`src/rtl/ltmr_pkg.sv`:
```
package ltmr_pkg;
  localparam int CNT_W  = 16;
  localparam int BYTE_W = 8;
  localparam int NCH    = 2;
  localparam int OFF_W  = 3;
  localparam int CH_W   = (NCH > 1) ? $clog2(NCH) : 1;
  localparam int ADDR_W = OFF_W + CH_W + 1;

  typedef enum logic [1:0] {
    SHP_PULSE   = 2'd0,
    SHP_ONESHOT = 2'd1,
    SHP_SQUARE  = 2'd2,
    SHP_RSVD    = 2'd3
  } shape_e;

  typedef enum logic [1:0] {
    LNK_NONE = 2'd0,
    LNK_GATE = 2'd1,
    LNK_TRIG = 2'd2,
    LNK_CLK  = 2'd3
  } link_e;

  localparam int MB_CONT   = 7;
  localparam int MB_OUTEN  = 6;
  localparam int MB_XCNT   = 5;
  localparam int MB_XTRIG  = 4;
  localparam int MB_XGATE  = 3;
  localparam int MB_RETRIG = 2;

  localparam int CB_FREEZE = 3;
  localparam int CB_GATE   = 2;
  localparam int CB_TRIG   = 1;
  localparam int CB_BUSY   = 0;

  localparam logic [OFF_W-1:0] OFF_MODE   = 3'd0;
  localparam logic [OFF_W-1:0] OFF_CMD    = 3'd1;
  localparam logic [OFF_W-1:0] OFF_CNT_HI = 3'd2;
  localparam logic [OFF_W-1:0] OFF_CNT_LO = 3'd3;
  localparam logic [OFF_W-1:0] OFF_TC_HI  = 3'd4;
  localparam logic [OFF_W-1:0] OFF_TC_LO  = 3'd5;
endpackage

```
`src/rtl/ltmr_core.sv`:
```
module ltmr_core
  import ltmr_pkg::*;
#(
  parameter int W = CNT_W
) (
  input  logic                clk,
  input  logic                rst,
  input  logic [BYTE_W-1:0]   mode,
  input  logic [W-1:0]        tc,
  input  logic                sw_gate,
  input  logic                sw_trig,
  input  logic                ext_cnt,
  input  logic                ext_gate,
  input  logic                ext_trig,
  input  link_e               link_sel,
  input  logic                link_in,
  output logic [W-1:0]        cnt_o,
  output logic                busy_o,
  output logic                wave_o
);
  shape_e      shape;
  logic        pulse_like;
  logic [W-1:0] cnt_q;
  logic        busy_q, wave_q;
  logic        cnt_d, trig_d, link_d;
  logic        cnt_rise, trig_rise, link_rise;
  logic        count_src, gate_ok, trig, load, tick, step, at_end;

  assign shape      = shape_e'(mode[1:0]);
  assign pulse_like = (shape == SHP_PULSE) || (shape == SHP_RSVD);

  // edge history of the asynchronous-free external pins and link input
  always_ff @(posedge clk) begin
    if (rst) begin
      cnt_d  <= 1'b0;
      trig_d <= 1'b0;
      link_d <= 1'b0;
    end else begin
      cnt_d  <= ext_cnt;
      trig_d <= ext_trig;
      link_d <= link_in;
    end
  end

  assign cnt_rise  = ext_cnt  & ~cnt_d;
  assign trig_rise = ext_trig & ~trig_d;
  assign link_rise = link_in  & ~link_d;

  always_comb begin
    if (link_sel == LNK_CLK)      count_src = link_rise;
    else if (mode[MB_XCNT])       count_src = cnt_rise;
    else                          count_src = 1'b1;
  end

  assign gate_ok = sw_gate
                 & (~mode[MB_XGATE] | ext_gate)
                 & ((link_sel == LNK_GATE) ? link_in : 1'b1);
  assign trig    = sw_trig
                 | (mode[MB_XTRIG] & trig_rise)
                 | ((link_sel == LNK_TRIG) & link_rise);
  assign load    = trig & (~busy_q | mode[MB_RETRIG]);
  assign tick    = gate_ok & count_src;
  assign step    = busy_q & tick;
  assign at_end  = step & (cnt_q <= W'(1));

  always_ff @(posedge clk) begin
    if (rst) begin
      cnt_q  <= '0;
      busy_q <= 1'b0;
      wave_q <= 1'b0;
    end else if (load) begin
      cnt_q  <= tc;
      busy_q <= 1'b1;
      case (shape)
        SHP_ONESHOT: wave_q <= 1'b1;
        SHP_SQUARE:  wave_q <= wave_q;
        default:     wave_q <= 1'b0;
      endcase
    end else if (at_end) begin
      busy_q <= mode[MB_CONT];
      cnt_q  <= mode[MB_CONT] ? tc : '0;
      case (shape)
        SHP_ONESHOT: wave_q <= 1'b0;
        SHP_SQUARE:  wave_q <= ~wave_q;
        default:     wave_q <= 1'b1;
      endcase
    end else if (step) begin
      cnt_q <= cnt_q - W'(1);
      if (pulse_like) wave_q <= 1'b0;
    end else if (pulse_like && tick && wave_q) begin
      wave_q <= 1'b0;
    end
  end

  assign cnt_o  = cnt_q;
  assign busy_o = busy_q;
  assign wave_o = wave_q;

  // a closed gate freezes the count unless a load happens
  assert_gate_hold_R7: assert property (@(posedge clk) disable iff (rst)
    (!gate_ok && !load) |=> $stable(cnt_q));

  // without retrigger a running count only moves by counting
  assert_retrig_ignore_R8: assert property (@(posedge clk) disable iff (rst)
    (busy_q && !mode[MB_RETRIG] && !step) |=> $stable(cnt_q));

  // the busy flag only drops in single-cycle operation
  assert_single_stop_R4: assert property (@(posedge clk) disable iff (rst)
    $fell(busy_q) |-> !$past(mode[MB_CONT]));

  // a one-shot level ends only on the last count
  assert_oneshot_end_R3: assert property (@(posedge clk) disable iff (rst)
    ($fell(wave_q) && $past(shape == SHP_ONESHOT)) |-> ($past(cnt_q) <= W'(1)));
endmodule

```
`src/rtl/ltmr_regs.sv`:
```
module ltmr_regs
  import ltmr_pkg::*;
#(
  parameter int W = CNT_W
) (
  input  logic              clk,
  input  logic              rst,
  input  logic              wr_en,
  input  logic              rd_en,
  input  logic              sel,
  input  logic [OFF_W-1:0]  off,
  input  logic [BYTE_W-1:0] wdata,
  input  logic [W-1:0]      cnt_i,
  input  logic              busy_i,
  output logic [BYTE_W-1:0] mode_o,
  output logic [W-1:0]      tc_o,
  output logic              gate_o,
  output logic              trig_o,
  output logic [BYTE_W-1:0] rd_o
);
  localparam int HI = W - 1;

  logic [BYTE_W-1:0] mode_q;
  logic [W-1:0]      tc_q, held_q, view;
  logic              gate_q, frz_q;
  logic              we, re, lo_read;

  assign we      = wr_en & sel;
  assign re      = rd_en & sel;
  assign lo_read = re && (off == OFF_CNT_LO);

  always_ff @(posedge clk) begin
    if (rst) begin
      mode_q <= '0;
      tc_q   <= '0;
      gate_q <= 1'b0;
      frz_q  <= 1'b0;
      held_q <= '0;
    end else begin
      if (we) begin
        case (off)
          OFF_MODE:  mode_q <= wdata;
          OFF_CMD: begin
            gate_q <= wdata[CB_GATE];
            if (wdata[CB_FREEZE] && !frz_q) begin
              frz_q  <= 1'b1;
              held_q <= cnt_i;
            end
          end
          OFF_TC_HI: tc_q[HI -: BYTE_W] <= wdata;
          OFF_TC_LO: tc_q[BYTE_W-1:0]   <= wdata;
          default: ;
        endcase
      end
      if (lo_read && frz_q) frz_q <= 1'b0;
    end
  end

  assign view   = frz_q ? held_q : cnt_i;
  assign mode_o = mode_q;
  assign tc_o   = tc_q;
  assign gate_o = gate_q;
  assign trig_o = we && (off == OFF_CMD) && wdata[CB_TRIG];

  always_comb begin
    case (off)
      OFF_MODE:   rd_o = mode_q;
      OFF_CMD:    rd_o = {4'b0000, frz_q, gate_q, 1'b0, busy_i};
      OFF_CNT_HI: rd_o = view[HI -: BYTE_W];
      OFF_CNT_LO: rd_o = view[BYTE_W-1:0];
      OFF_TC_HI:  rd_o = tc_q[HI -: BYTE_W];
      OFF_TC_LO:  rd_o = tc_q[BYTE_W-1:0];
      default:    rd_o = '0;
    endcase
  end

  // a held capture stays put until the low byte is read
  assert_freeze_hold_R11: assert property (@(posedge clk) disable iff (rst)
    (frz_q && !lo_read) |=> (frz_q && $stable(held_q)));
endmodule

```
`src/rtl/ltmr_pair.sv`:
```
module ltmr_pair
  import ltmr_pkg::*;
#(
  parameter int CW = CNT_W,
  parameter int AW = ADDR_W
) (
  input  logic              clk,
  input  logic              rst,
  input  logic              wr_en,
  input  logic              rd_en,
  input  logic [AW-1:0]     addr,
  input  logic [BYTE_W-1:0] wdata,
  output logic [BYTE_W-1:0] rdata,
  input  logic [NCH-1:0]    ext_cnt,
  input  logic [NCH-1:0]    ext_gate,
  input  logic [NCH-1:0]    ext_trig,
  output logic [NCH-1:0]    tmr_out
);
  localparam int LBIT = AW - 1;

  link_e              link_q;
  logic [NCH-1:0]     wave;
  logic [BYTE_W-1:0]  rd_arr [NCH];
  logic [CH_W-1:0]    ch_idx;
  logic               link_hit;

  assign ch_idx   = addr[OFF_W +: CH_W];
  assign link_hit = addr[LBIT] && (addr[LBIT-1:0] == '0);

  always_ff @(posedge clk) begin
    if (rst) link_q <= LNK_NONE;
    else if (wr_en && link_hit) link_q <= link_e'(wdata[1:0]);
  end

  for (genvar g = 0; g < NCH; g++) begin : g_ch
    logic [BYTE_W-1:0] mode;
    logic [CW-1:0]     tc, cnt;
    logic              gate, trig, busy, sel;
    link_e             lsel;
    logic              lin;

    assign sel = !addr[LBIT] && (ch_idx == CH_W'(g));

    if (g == 0) begin : g_head
      assign lsel = LNK_NONE;
      assign lin  = 1'b0;
    end else begin : g_linked
      assign lsel = link_q;
      assign lin  = wave[g-1];
    end

    ltmr_regs #(.W(CW)) u_regs (
      .clk(clk), .rst(rst), .wr_en(wr_en), .rd_en(rd_en), .sel(sel),
      .off(addr[OFF_W-1:0]), .wdata(wdata), .cnt_i(cnt), .busy_i(busy),
      .mode_o(mode), .tc_o(tc), .gate_o(gate), .trig_o(trig), .rd_o(rd_arr[g])
    );

    ltmr_core #(.W(CW)) u_core (
      .clk(clk), .rst(rst), .mode(mode), .tc(tc), .sw_gate(gate), .sw_trig(trig),
      .ext_cnt(ext_cnt[g]), .ext_gate(ext_gate[g]), .ext_trig(ext_trig[g]),
      .link_sel(lsel), .link_in(lin), .cnt_o(cnt), .busy_o(busy), .wave_o(wave[g])
    );

    assign tmr_out[g] = wave[g] & mode[MB_OUTEN];
  end

  always_ff @(posedge clk) begin
    if (rst) rdata <= '0;
    else if (rd_en) rdata <= addr[LBIT] ? {6'b0, link_q} : rd_arr[ch_idx];
  end
endmodule

```
`config.mk`:
```
export PLATFORM = sky130hd
export DESIGN_NAME = ltmr_pair
export DESIGN_NICKNAME = d
export VERILOG_FILES = /design/src/rtl/ltmr_pkg.sv /design/src/rtl/ltmr_core.sv /design/src/rtl/ltmr_regs.sv /design/src/rtl/ltmr_pair.sv
export SDC_FILE = /design/constraint.sdc
export NUM_CORES = 1
export LEC_CHECK = 0
export BUFFER_PORTS_ARGS = -buffer_cell sky130_fd_sc_hd__buf_2
export CORE_MARGIN = 3
export CORE_UTILIZATION = 40
export CTS_CLUSTER_DIAMETER = 120
export CTS_CLUSTER_SIZE = 40
export DETAILED_ROUTE_END_ITERATION = 12
export GPL_TIMING_DRIVEN = 0
export HOLD_SLACK_MARGIN = 0.15
export PLACE_DENSITY = 0.58
export SYNTH_ARGS = -nofsm -noshare
export SYNTH_HDL_FRONTEND = slang
export SYNTH_SLANG_ARGS = --single-unit
```
`constraint.sdc`:
```
create_clock -name clk -period 3.59 [get_ports clk]
set_clock_uncertainty 0.15 [all_clocks]
set_input_delay 1.077 -clock clk [delete_from_list [all_inputs] [get_ports clk]]
set_output_delay 1.077 -clock clk [all_outputs]
set_load 0.05 [all_outputs]
```
==> results.py, run 1 <==
metrics = {
    "floorplanning": {
        "dieHeight_um": 141,
        "core_um2": 17500,
        "start_util_pct": 41.3,
        "io_pins": 33,
        "dieArea_um2": 19800,
        "row_count": 48,
        "dieWidth_um": 141,
    },
    "logic_synthesis": {
        "avgSynthCellArea_um2": 8.38,
        "synth.net_count": 896,
        "synth_top_cell_area_share_pct": 37.3,
        "synth_seq_cells": 135,
        "async_flop_share_pct": 0,
        "synth_area_leaders": "dfxtp_1, mux2i_1, nor2_1",
        "synth_area_um2": 7250,
        "syn_inst": 865,
        "synthFlopType": "dfxtp_1",
        "synth_edf_count": 0,
        "seq_area_frac_synth_pct": 37.3,
        "synth_warnings": 0,
        "yosysTopAreaCell": "dfxtp_1",
        "yosys.cell_types.count": 78,
    },
    "setup_path": {
        "startpoint_type": "input port",
        "startpoint": "addr[0]",
        "slowest_stage": "nor3b_1",
        "required_ns": 3.75,
        "cp_max_fo": 8,
        "cp.arrival_ns": 3.49,
        "timing.rr.start": "g_ch[0].u_core.cnt_o[7]$_SDFFE_PP0P_",
        "crit_type": "in2reg",
        "cpPeakStageDelay_ns": 0.67,
        "endpoint_kind": "flop",
        "crit_chain": "clkbuf_1, nor3b_1, a31oi_1, nor2_1, nor2_1, a32o_1, a32o_1",
    },
    "sta": {
        "worst_slew_pin_slew_ns": 1.34,
        "finalMaxSlewViolations": 0,
        "clock.fmax_mhz": 300,
        "fin_crit_ns": 3.33,
        "hold_viol": 0,
        "rsz0062_at_grt": "false",
        "tns_ns": 0,
        "hold_slack_ns": 0.331,
        "fin_ws_ns": 0.260,
        "finalCritPeriodShare_pct": 92.8,
        "maxSlewHeadroom_pct": 10.1,
        "setup_violations": 0,
    },
    "clock_network": {
        "clk_pin_slew_ns": 0.06,
        "htreeDepth": 4,
        "cts_tree": "yes",
        "postCtsSetupBuffers": 0,
        "cts-root-buf": "clkbuf_16",
        "numCtsBuffers": 17,
        "post_cts_resized": 1,
        "clockBufferDepth": 2,
        "clk_latency_ns": 0.43,
        "ctsHoldBuffers": 0,
        "clock-sinks": 135,
    },
    "power": {
        "finalPower_mw": 3.53,
        "powerDensity_nw_per_um2": 427,
        "p_leak_nw": 3.03,
        "max-vdd-ir-drop_mv": 0.336,
    },
    "grt": {
        "antenna_found_initial": 0,
        "grt_pass1_vias": 6506,
        "grt_pass1_wl_um": 38800,
        "grt_use_total_pct": 25.4,
        "grt_max_degree": 17,
        "grt_overflow": 0,
    },
    "worst_hold_path": {
        "hp-class": "reg2reg",
        "hold_path.startpoint": "rdata[3]$_SDFFE_PP0P_",
    },
    "routing": {
        "dr.pass1.iters": 7,
        "vias_per_cell": 6.08,
        "wl_per_cell_um": 22.1,
        "vias": 6986,
        "wirelength_um": 25400,
        "detail-route-antenna-nets": 0,
        "post-route-drc-count": 0,
        "drt_iter0_drc": 725,
    },
    "placed_design": {
        "portBuffers": 27,
        "dpl_cell_area_um2": 7670,
        "dp_hpwl_um": 18600,
        "dp_worst_setup_slack_ns": -0.464,
        "place_congestion": 0.926,
        "placedCellCount": 1117,
    },
    "flow_run": {
        "maxCapViolations": 0,
    },
    "cells_and_area": {
        "fin_cells": 1149,
        "num_antenna_cells": 0,
        "final_core_util_pct": 47.1,
        "area_delta_synth_final_pct": 14.0,
        "nNetsFinal": 942,
        "drive_gt1_share_pct": 11.3,
        "post-route-cell-area_um2": 8260,
    },
    "outcome": {
        "status": "finished clean",
    },
}
## kinds of logic after synthesis
group | count (synthesis) | synth area share (%)
buffers and inverters | 89 | 5.25
AO/OA/AOI/OAI | 219 | 20.1
flip-flops | 135 | 37.3
AND/OR/NAND/NOR | 315 | 21.3
adder cells (fa/ha/maj) | 8 | 1.38
multiplexers | 88 | 13.4
XOR/XNOR | 11 | 1.33
## power breakdown
part	leakage [nW]	internal, mW	switching, mW	total, mW
clock	0.271	1.04	0.707	1.75
combinational	1.67	0.0730	0.180	0.253
sequential	1.09	1.51	0.0120	1.52
## cell usage in the layout (no fill, tap or decap), types with 4 or more instances in the layout
cell        synthesis  final
dfxtp_1           135    135
nor2_1            124    124
a21oi_1            81     81
mux2i_1            80     80
nand2_1            51     51
nand3_1            49     49
clkbuf_1           47     46
buf_2              10     37
o21ai_0            27     27
inv_1              23     23
nor3_1             18     17
clkbuf_16           0     17
a211oi_1           13     13
a22oi_1            12     12
nor2b_1            12     12
xnor2_1             9      9
a32oi_1             8      8
a211o_1             8      8
ha_1                8      8
o22ai_1             7      7
mux4_2              7      7
nand2b_1            7      7
o31ai_1             6      6
nand3b_1            6      6
a32o_1              6      6
clkinvlp_4          0      6
a31oi_1             5      5
nor3b_1             5      5
nor4_1              5      5
o211ai_1            5      5
a311oi_1            4      4
a221oi_1            4      4
buf_6               4      4
o221ai_1            4      4
or4_1               4      4
o2bb2ai_1           4      4
or3_1               4      4
## sequential cells by signal, summed over array words and instances (netlist names)
register and flops:
g_ch.u_core.cnt_o 32, g_ch.u_regs.held_q 32, g_ch.u_regs.tc_o 32, g_ch.u_regs.mode_o 16, rdata 8, g_ch.u_core.busy_o 2
g_ch.u_core.cnt_d 2, g_ch.u_core.trig_d 2, g_ch.u_core.wave_o 2, g_ch.u_regs.frz_q 2, g_ch.u_regs.gate_o 2, g_ch.lsel 2
g_ch.u_core.link_d 1
## per-layer routing
metal,wire length [um],track usage (%),part of all wire [%],up-vias
met4,709,9.33,2.8,0
met3,2340,5.77,9.2,52
li1,-,-,-,3265
met5,0,0,0,-
met2,10400,35.5,41,353
met1,11900,38.1,47,3316
## synthesized netlist by cell type, types with 5 or more instances
cell and instances:
nand2b_1 7, o211ai_1 5, o21ai_0 27, nor3b_1 5, a21oi_1 81, mux4_2 7, inv_1 23, dfxtp_1 135
a31oi_1 5, o31ai_1 6, nor3_1 18, nor2_1 124, clkbuf_1 47, nor2b_1 12, buf_2 10, nor4_1 5
o22ai_1 7, ha_1 8, a211o_1 8, a211oi_1 13, nand3b_1 6, nand3_1 49, nand2_1 51, mux2i_1 80
a22oi_1 12, a32oi_1 8, xnor2_1 9, a32o_1 6
## critical path, delay by kind of cell
family | cells | cell delay (ns)
and+or+nand+nor | 3 | 1.38
AOI/OAI and AO/OA | 3 | 0.77
buffers and inverters | 1 | 0.26
## final timing paths
kind | slack, ns | endpoint | cells past startpoint
setup / recovery | 0.26 | g_ch[0].u_core.cnt_o[12]$_SDFFE_PP0P_ | 7
hold / removal | 0.33 | rdata[3]$_SDFFE_PP0P_ | 2
setup reg to reg | 0.78 | g_ch[0].u_core.wave_o$_SDFFE_PP0P_ | 7
hold reg to reg | 0.33 | rdata[3]$_SDFFE_PP0P_ | 2
## area by class of cell
cell class                      count  area [um^2]
Inverter                           24         90.1
Fill cell                        1786         9280
Clock buffer                       18          439
Timing Repair Buffer               27          135
Clock inverter                     14          150
Buffer                             65          292
Multi-Input combinational cell    641         4170
Sequential cell                   135         2700
Tap cell                          225          282
Note: power is estimated with default switching activity, not from simulation.
==> run 2, diff against run 1 <==
CORE_MARGIN = 4   (was 3)
GPL_ROUTABILITY_DRIVEN = 0   (was not set)
==> results.py, run 2 (synthesis results as in run 1) <==
metrics = {
    "outcome": {
        "status": "finished clean",
    },
    "clock_network": {
        "cts_tree": "yes",
        "ctsHoldBuffers": 0,
        "clk_latency_ns": 0.43,
        "post_cts_resized": 1,
        "htreeDepth": 4,
        "postCtsSetupBuffers": 0,
        "cts-root-buf": "clkbuf_16",
        "numCtsBuffers": 17,
        "clk_pin_slew_ns": 0.06,
        "clock-sinks": 135,
        "clockBufferDepth": 2,
    },
    "setup_path": {
        "cp_max_fo": 10,
        "rr_endpoint": "g_ch[0].u_core.wave_o$_SDFFE_PP0P_",
        "endpoint_kind": "flop",
        "startpoint_type": "input port",
        "crit_end": "g_ch[0].u_regs.tc_o[14]$_SDFFE_PP0P_",
        "required_ns": 3.72,
        "r2r_setup_slack_ns": 0.76,
        "slowest_stage": "nor3_1",
        "crit_chain": "buf_2, clkbuf_1, nor3_1, clkbuf_1, nand2_1, nand2_1, a21oi_1",
        "worst-r2r-cell-count": 7,
        "cpPeakStageDelay_ns": 1.13,
        "crit_type": "in2reg",
        "cp.arrival_ns": 3.52,
        "startpoint": "addr[1]",
        "timing.rr.start": "g_ch[0].u_core.cnt_o[7]$_SDFFE_PP0P_",
    },
    "sta": {
        "finalCritPeriodShare_pct": 94.4,
        "hold_viol": 0,
        "setup_violations": 0,
        "hold_slack_ns": 0.327,
        "maxSlewHeadroom_pct": 8.77,
        "worst_slew_pin_slew_ns": 1.36,
        "fin_crit_ns": 3.39,
        "clock.fmax_mhz": 295,
        "rsz0062_at_grt": "false",
        "finalMaxSlewViolations": 0,
    },
    "grt": {
        "grt_overflow": 0,
        "use_met1_pct": 37.3,
        "antenna_found_initial": 0,
        "grtUsageMet2_pct": 34.3,
        "grt_pass1_vias": 6356,
        "grt_max_degree": 17,
        "grt_use_total_pct": 24.8,
        "grtUsageMet3_pct": 6.36,
        "grt_pass1_wl_um": 38500,
        "gr-max-usage-layer": "met1",
    },
    "cells_and_area": {
        "num_antenna_cells": 0,
        "drive_gt1_share_pct": 11.3,
        "post-route-cell-area_um2": 8300,
        "nNetsFinal": 942,
        "final_common_cell": "dfxtp_1",
        "area_delta_synth_final_pct": 14.4,
        "final_cell_mix": "dfxtp_1, nor2_1, a21oi_1",
        "fin_cells": 1149,
    },
    "routing": {
        "detail-route-antenna-nets": 0,
        "wirelength_um": 25100,
        "post-route-drc-count": 0,
        "dr.pass1.iters": 6,
        "vias_per_cell": 6.05,
        "vias": 6949,
        "drt_iter0_drc": 792,
        "wl_per_cell_um": 21.8,
    },
    "placed_design": {
        "dp_hpwl_um": 18600,
        "dpl_cell_area_um2": 7670,
        "placedCellCount": 1117,
        "portBuffers": 27,
    },
    "floorplanning": {
        "dieHeight_um": 143,
        "io_pins": 33,
        "dieWidth_um": 143,
        "core_um2": 17500,
        "start_util_pct": 41.3,
        "row_count": 48,
        "dieArea_um2": 20300,
    },
    "worst_hold_path": {
        "hp-class": "reg2reg",
    },
    "power": {
        "max-vdd-ir-drop_mv": 0.319,
        "powerDensity_nw_per_um2": 436,
        "p_leak_nw": 3.06,
    },
    "flow_run": {
        "maxCapViolations": 0,
    },
}
## run 2: cell types whose count changed in the layout (fill, tap and decap cells not counted), sizes merged
cell	previous run	this run
bufinv	2	4
inv	26	23
clkinvlp	6	2
clkinv	4	9
## run 2: layer usage
layer  wire, um  part of all wire (%)
met4        523                   2.1
met3       2490                   9.9
met2      10500                    42
met5          0                     0
met1      11600                    46
## run 2: worst min path at each step
stage	slack, ns	depth (start not counted)	to	start
4_1_cts	0.32	2	rdata[3]$_SDFFE_PP0P_	rdata[3]$_SDFFE_PP0P_
3_5_place_dp	0.32	2	rdata[3]$_SDFFE_PP0P_	rdata[3]$_SDFFE_PP0P_
5_1_grt	0.35	2	rdata[3]$_SDFFE_PP0P_	rdata[3]$_SDFFE_PP0P_
2_1_floorplan	0.29	2	g_ch[0].u_regs.mode_o[4]$_SDFFE_PP0P_	g_ch[0].u_regs.mode_o[4]$_SDFFE_PP0P_
6_report	0.33	2	rdata[3]$_SDFFE_PP0P_	rdata[3]$_SDFFE_PP0P_
3_3_place_gp	0.31	2	g_ch[0].u_regs.held_q[5]$_SDFFE_PP0P_	g_ch[0].u_regs.held_q[5]$_SDFFE_PP0P_
## run 2: critical path: cells and delay by family
family | cells | cell delay [ns]
buffers and inverters | 3 | 0.80
and+or+nand+nor | 3 | 1.56
AOI/OAI and AO/OA | 1 | 0.07
## run 2: per-stage QoR
stage	setup WS (ns)	TNS, ns	power (mW)	utilization [%]
6_report	0.199	0	3.61	47.3
5_1_grt	0.0216	0	3.71	47.3
4_1_cts	0.108	0	3.62	47.2
3_5_place_dp	-0.591	-10.68	1.80	43.7
3_3_place_gp	-0.520	-9.89	1.80	43.7
2_1_floorplan	0.581	0	1.71	-
## run 2: power breakdown
part / leakage, nW / switching [mW] / internal [mW]
logic: 1.67 / 0.181 / 0.0734
registers: 1.09 / 0.0117 / 1.51
clock network: 0.299 / 0.684 / 1.15
## run 2: cell type report
cell class                      count  area (um^2)
Inverter                           24         90.1
Fill cell                        1765         9240
Multi-Input combinational cell    641         4180
Clock buffer                       18          429
Timing Repair Buffer               27          135
Clock inverter                     14          183
Sequential cell                   135         2700
Buffer                             65          292
Tap cell                          225          282
==> run 3, diff against run 2 <==
CORE_ASPECT_RATIO = 1.1   (was not set)
REMOVE_ABC_BUFFERS = 1   (was not set)
==> results.py, run 3 (synthesis results as in run 1) <==
metrics = {
    "routing": {
        "drt_iter0_drc": 612,
        "vias": 6570,
        "wirelength_um": 22900,
        "vias_per_cell": 5.91,
        "detail-route-antenna-nets": 0,
        "dr.pass1.iters": 6,
        "post-route-drc-count": 0,
        "wl_per_cell_um": 20.6,
    },
    "clock_network": {
        "cts-root-buf": "clkbuf_16",
        "clockBufferDepth": 2,
        "clk_latency_ns": 0.42,
        "cts_tree": "yes",
        "clk_pin_slew_ns": 0.06,
        "clock-sinks": 135,
        "htreeDepth": 4,
        "numCtsBuffers": 17,
        "ctsHoldBuffers": 0,
    },
    "setup_path": {
        "timing.rr.start": "g_ch[0].u_regs.frz_q$_SDFFE_PP0P_",
        "rr_endpoint": "rdata[1]$_SDFFE_PP0P_",
        "startpoint_type": "input port",
        "cpPeakStageDelay_ns": 0.61,
        "worst-r2r-cell-count": 6,
        "required_ns": 3.76,
        "cp_max_fo": 35,
        "slowest_stage": "nor3b_1",
        "endpoint_kind": "flop",
        "crit_type": "in2reg",
        "r2r_setup_slack_ns": 0.66,
        "cp.arrival_ns": 3.56,
        "crit_chain": "buf_4, nor3b_1, a31oi_1, nor2_1, nor2_1, a32o_1, a32o_1",
    },
    "power": {
        "pwr-share-clk_pct": 49.0,
        "p_leak_nw": 2.98,
        "p_comb_share_pct": 6.9,
        "switching_share_pct": 24.2,
        "powerDensity_nw_per_um2": 425,
        "max-vdd-ir-drop_mv": 0.334,
        "power.switching_uw": 836,
        "intPower_mw": 2.62,
        "power_frac_seq_pct": 44.1,
    },
    "worst_hold_path": {
        "hp-class": "reg2reg",
        "min_to": "rdata[3]$_SDFFE_PP0P_",
        "min_delay_path_depth": 2,
        "hold_path.startpoint": "rdata[3]$_SDFFE_PP0P_",
    },
    "floorplanning": {
        "start_util_pct": 40.9,
        "dieArea_um2": 20300,
        "dieHeight_um": 149,
        "core_um2": 17700,
        "dieWidth_um": 136,
        "row_count": 51,
        "io_pins": 33,
    },
    "cells_and_area": {
        "post-route-cell-area_um2": 8130,
        "drive_gt1_share_pct": 11.2,
        "final_cell_mix": "dfxtp_1, nor2_1, a21oi_1",
        "final_common_cell": "dfxtp_1",
        "nNetsFinal": 890,
        "final_core_util_pct": 45.9,
        "area_delta_synth_final_pct": 12.2,
    },
    "sta": {
        "fin_crit_ns": 3.40,
        "maxSlewHeadroom_pct": 10.3,
        "setup_violations": 0,
        "finalMaxSlewViolations": 0,
        "finalCritPeriodShare_pct": 94.7,
        "hold_viol": 0,
        "rsz0062_at_grt": "false",
        "clock.fmax_mhz": 294,
        "worst_slew_pin_slew_ns": 1.33,
    },
    "grt": {
        "grt_pass1_wl_um": 36100,
        "antenna_found_initial": 0,
        "grt_pass1_vias": 6324,
        "grt_max_degree": 77,
        "grt_overflow": 0,
        "grt_use_total_pct": 23.1,
    },
    "outcome": {
        "status": "finished clean",
    },
    "placed_design": {
        "dp_hpwl_um": 15800,
        "dpl_cell_area_um2": 7540,
        "portBuffers": 32,
    },
    "flow_run": {
        "maxCapViolations": 0,
    },
}
## run 3: area by class of cell
cell class	instances	area, um^2
flip-flops and latches	135	2700
diodes	1	2.50
well taps	238	298
multi-input cells	641	4180
inverters	24	90.1
clock buffers	24	462
clock inverters	8	98.8
repair buffers	40	297
fillers	1815	9610
## run 3: stage by stage
step,instances,power [mW],hold slack [ns],worst slack (ns),setup TNS (ns)
2_1_floorplan,800,1.66,0.288,-1.00,-29.48
3_3_place_gp,1070,1.78,0.297,-2.97,-179.26
3_5_place_dp,1076,1.79,0.305,-0.746,-27.52
4_1_cts,1109,3.48,0.313,0.259,0
5_1_grt,1110,3.56,0.346,0.00330,0
6_report,1111,3.45,0.309,0.191,0
## run 3: routing by layer
metal	wire [um]	GRT usage, %	share of wire, %	up-vias
li1	-	-	-	3150
met1	9740	29.7	43	3184
met2	11300	38.4	49	192
met3	1120	4.52	4.9	44
met4	767	8.77	3.3	0
met5	0	0	0	-
## run 3: worst max path at each step
stage               cells after the start  slack [ns]    start                                endpoint
floorplan                               4       -1.00  addr[4]  g_ch[0].u_regs.held_q[10]$_SDFFE_PP0P_
global placement                        5       -2.97  addr[3]  g_ch[0].u_regs.held_q[10]$_SDFFE_PP0P_
detailed placement                      6       -0.75  addr[0]   g_ch[1].u_regs.held_q[5]$_SDFFE_PP0P_
CTS                                     7        0.26  addr[0]   g_ch[0].u_core.cnt_o[12]$_SDFFE_PP0P_
global route                            7       0.003  addr[0]   g_ch[0].u_core.cnt_o[12]$_SDFFE_PP0P_
finish                                  7        0.19  addr[0]   g_ch[0].u_core.cnt_o[12]$_SDFFE_PP0P_
## run 3: critical path: cells and delay by family
kind	cells	cell delay, ns
AO/OA/AOI/OAI	3	0.74
buffers and inverters	1	0.42
AND/OR/NAND/NOR	3	1.30
## run 3: power groups by stage
stage	Clock, mW	Combinational [mW]	Sequential, mW
2_1_floorplan	0	0.105	1.56
6_report	1.69	0.239	1.52
5_1_grt	1.78	0.258	1.52
3_3_place_gp	0	0.225	1.56
4_1_cts	1.72	0.236	1.52
3_5_place_dp	0	0.235	1.56
## run 3: what timing repair did
item,4_1_cts,5_1_grt
endpoints found under the setup margin,27,0
resized for setup,2,0
buffers inserted,1,0
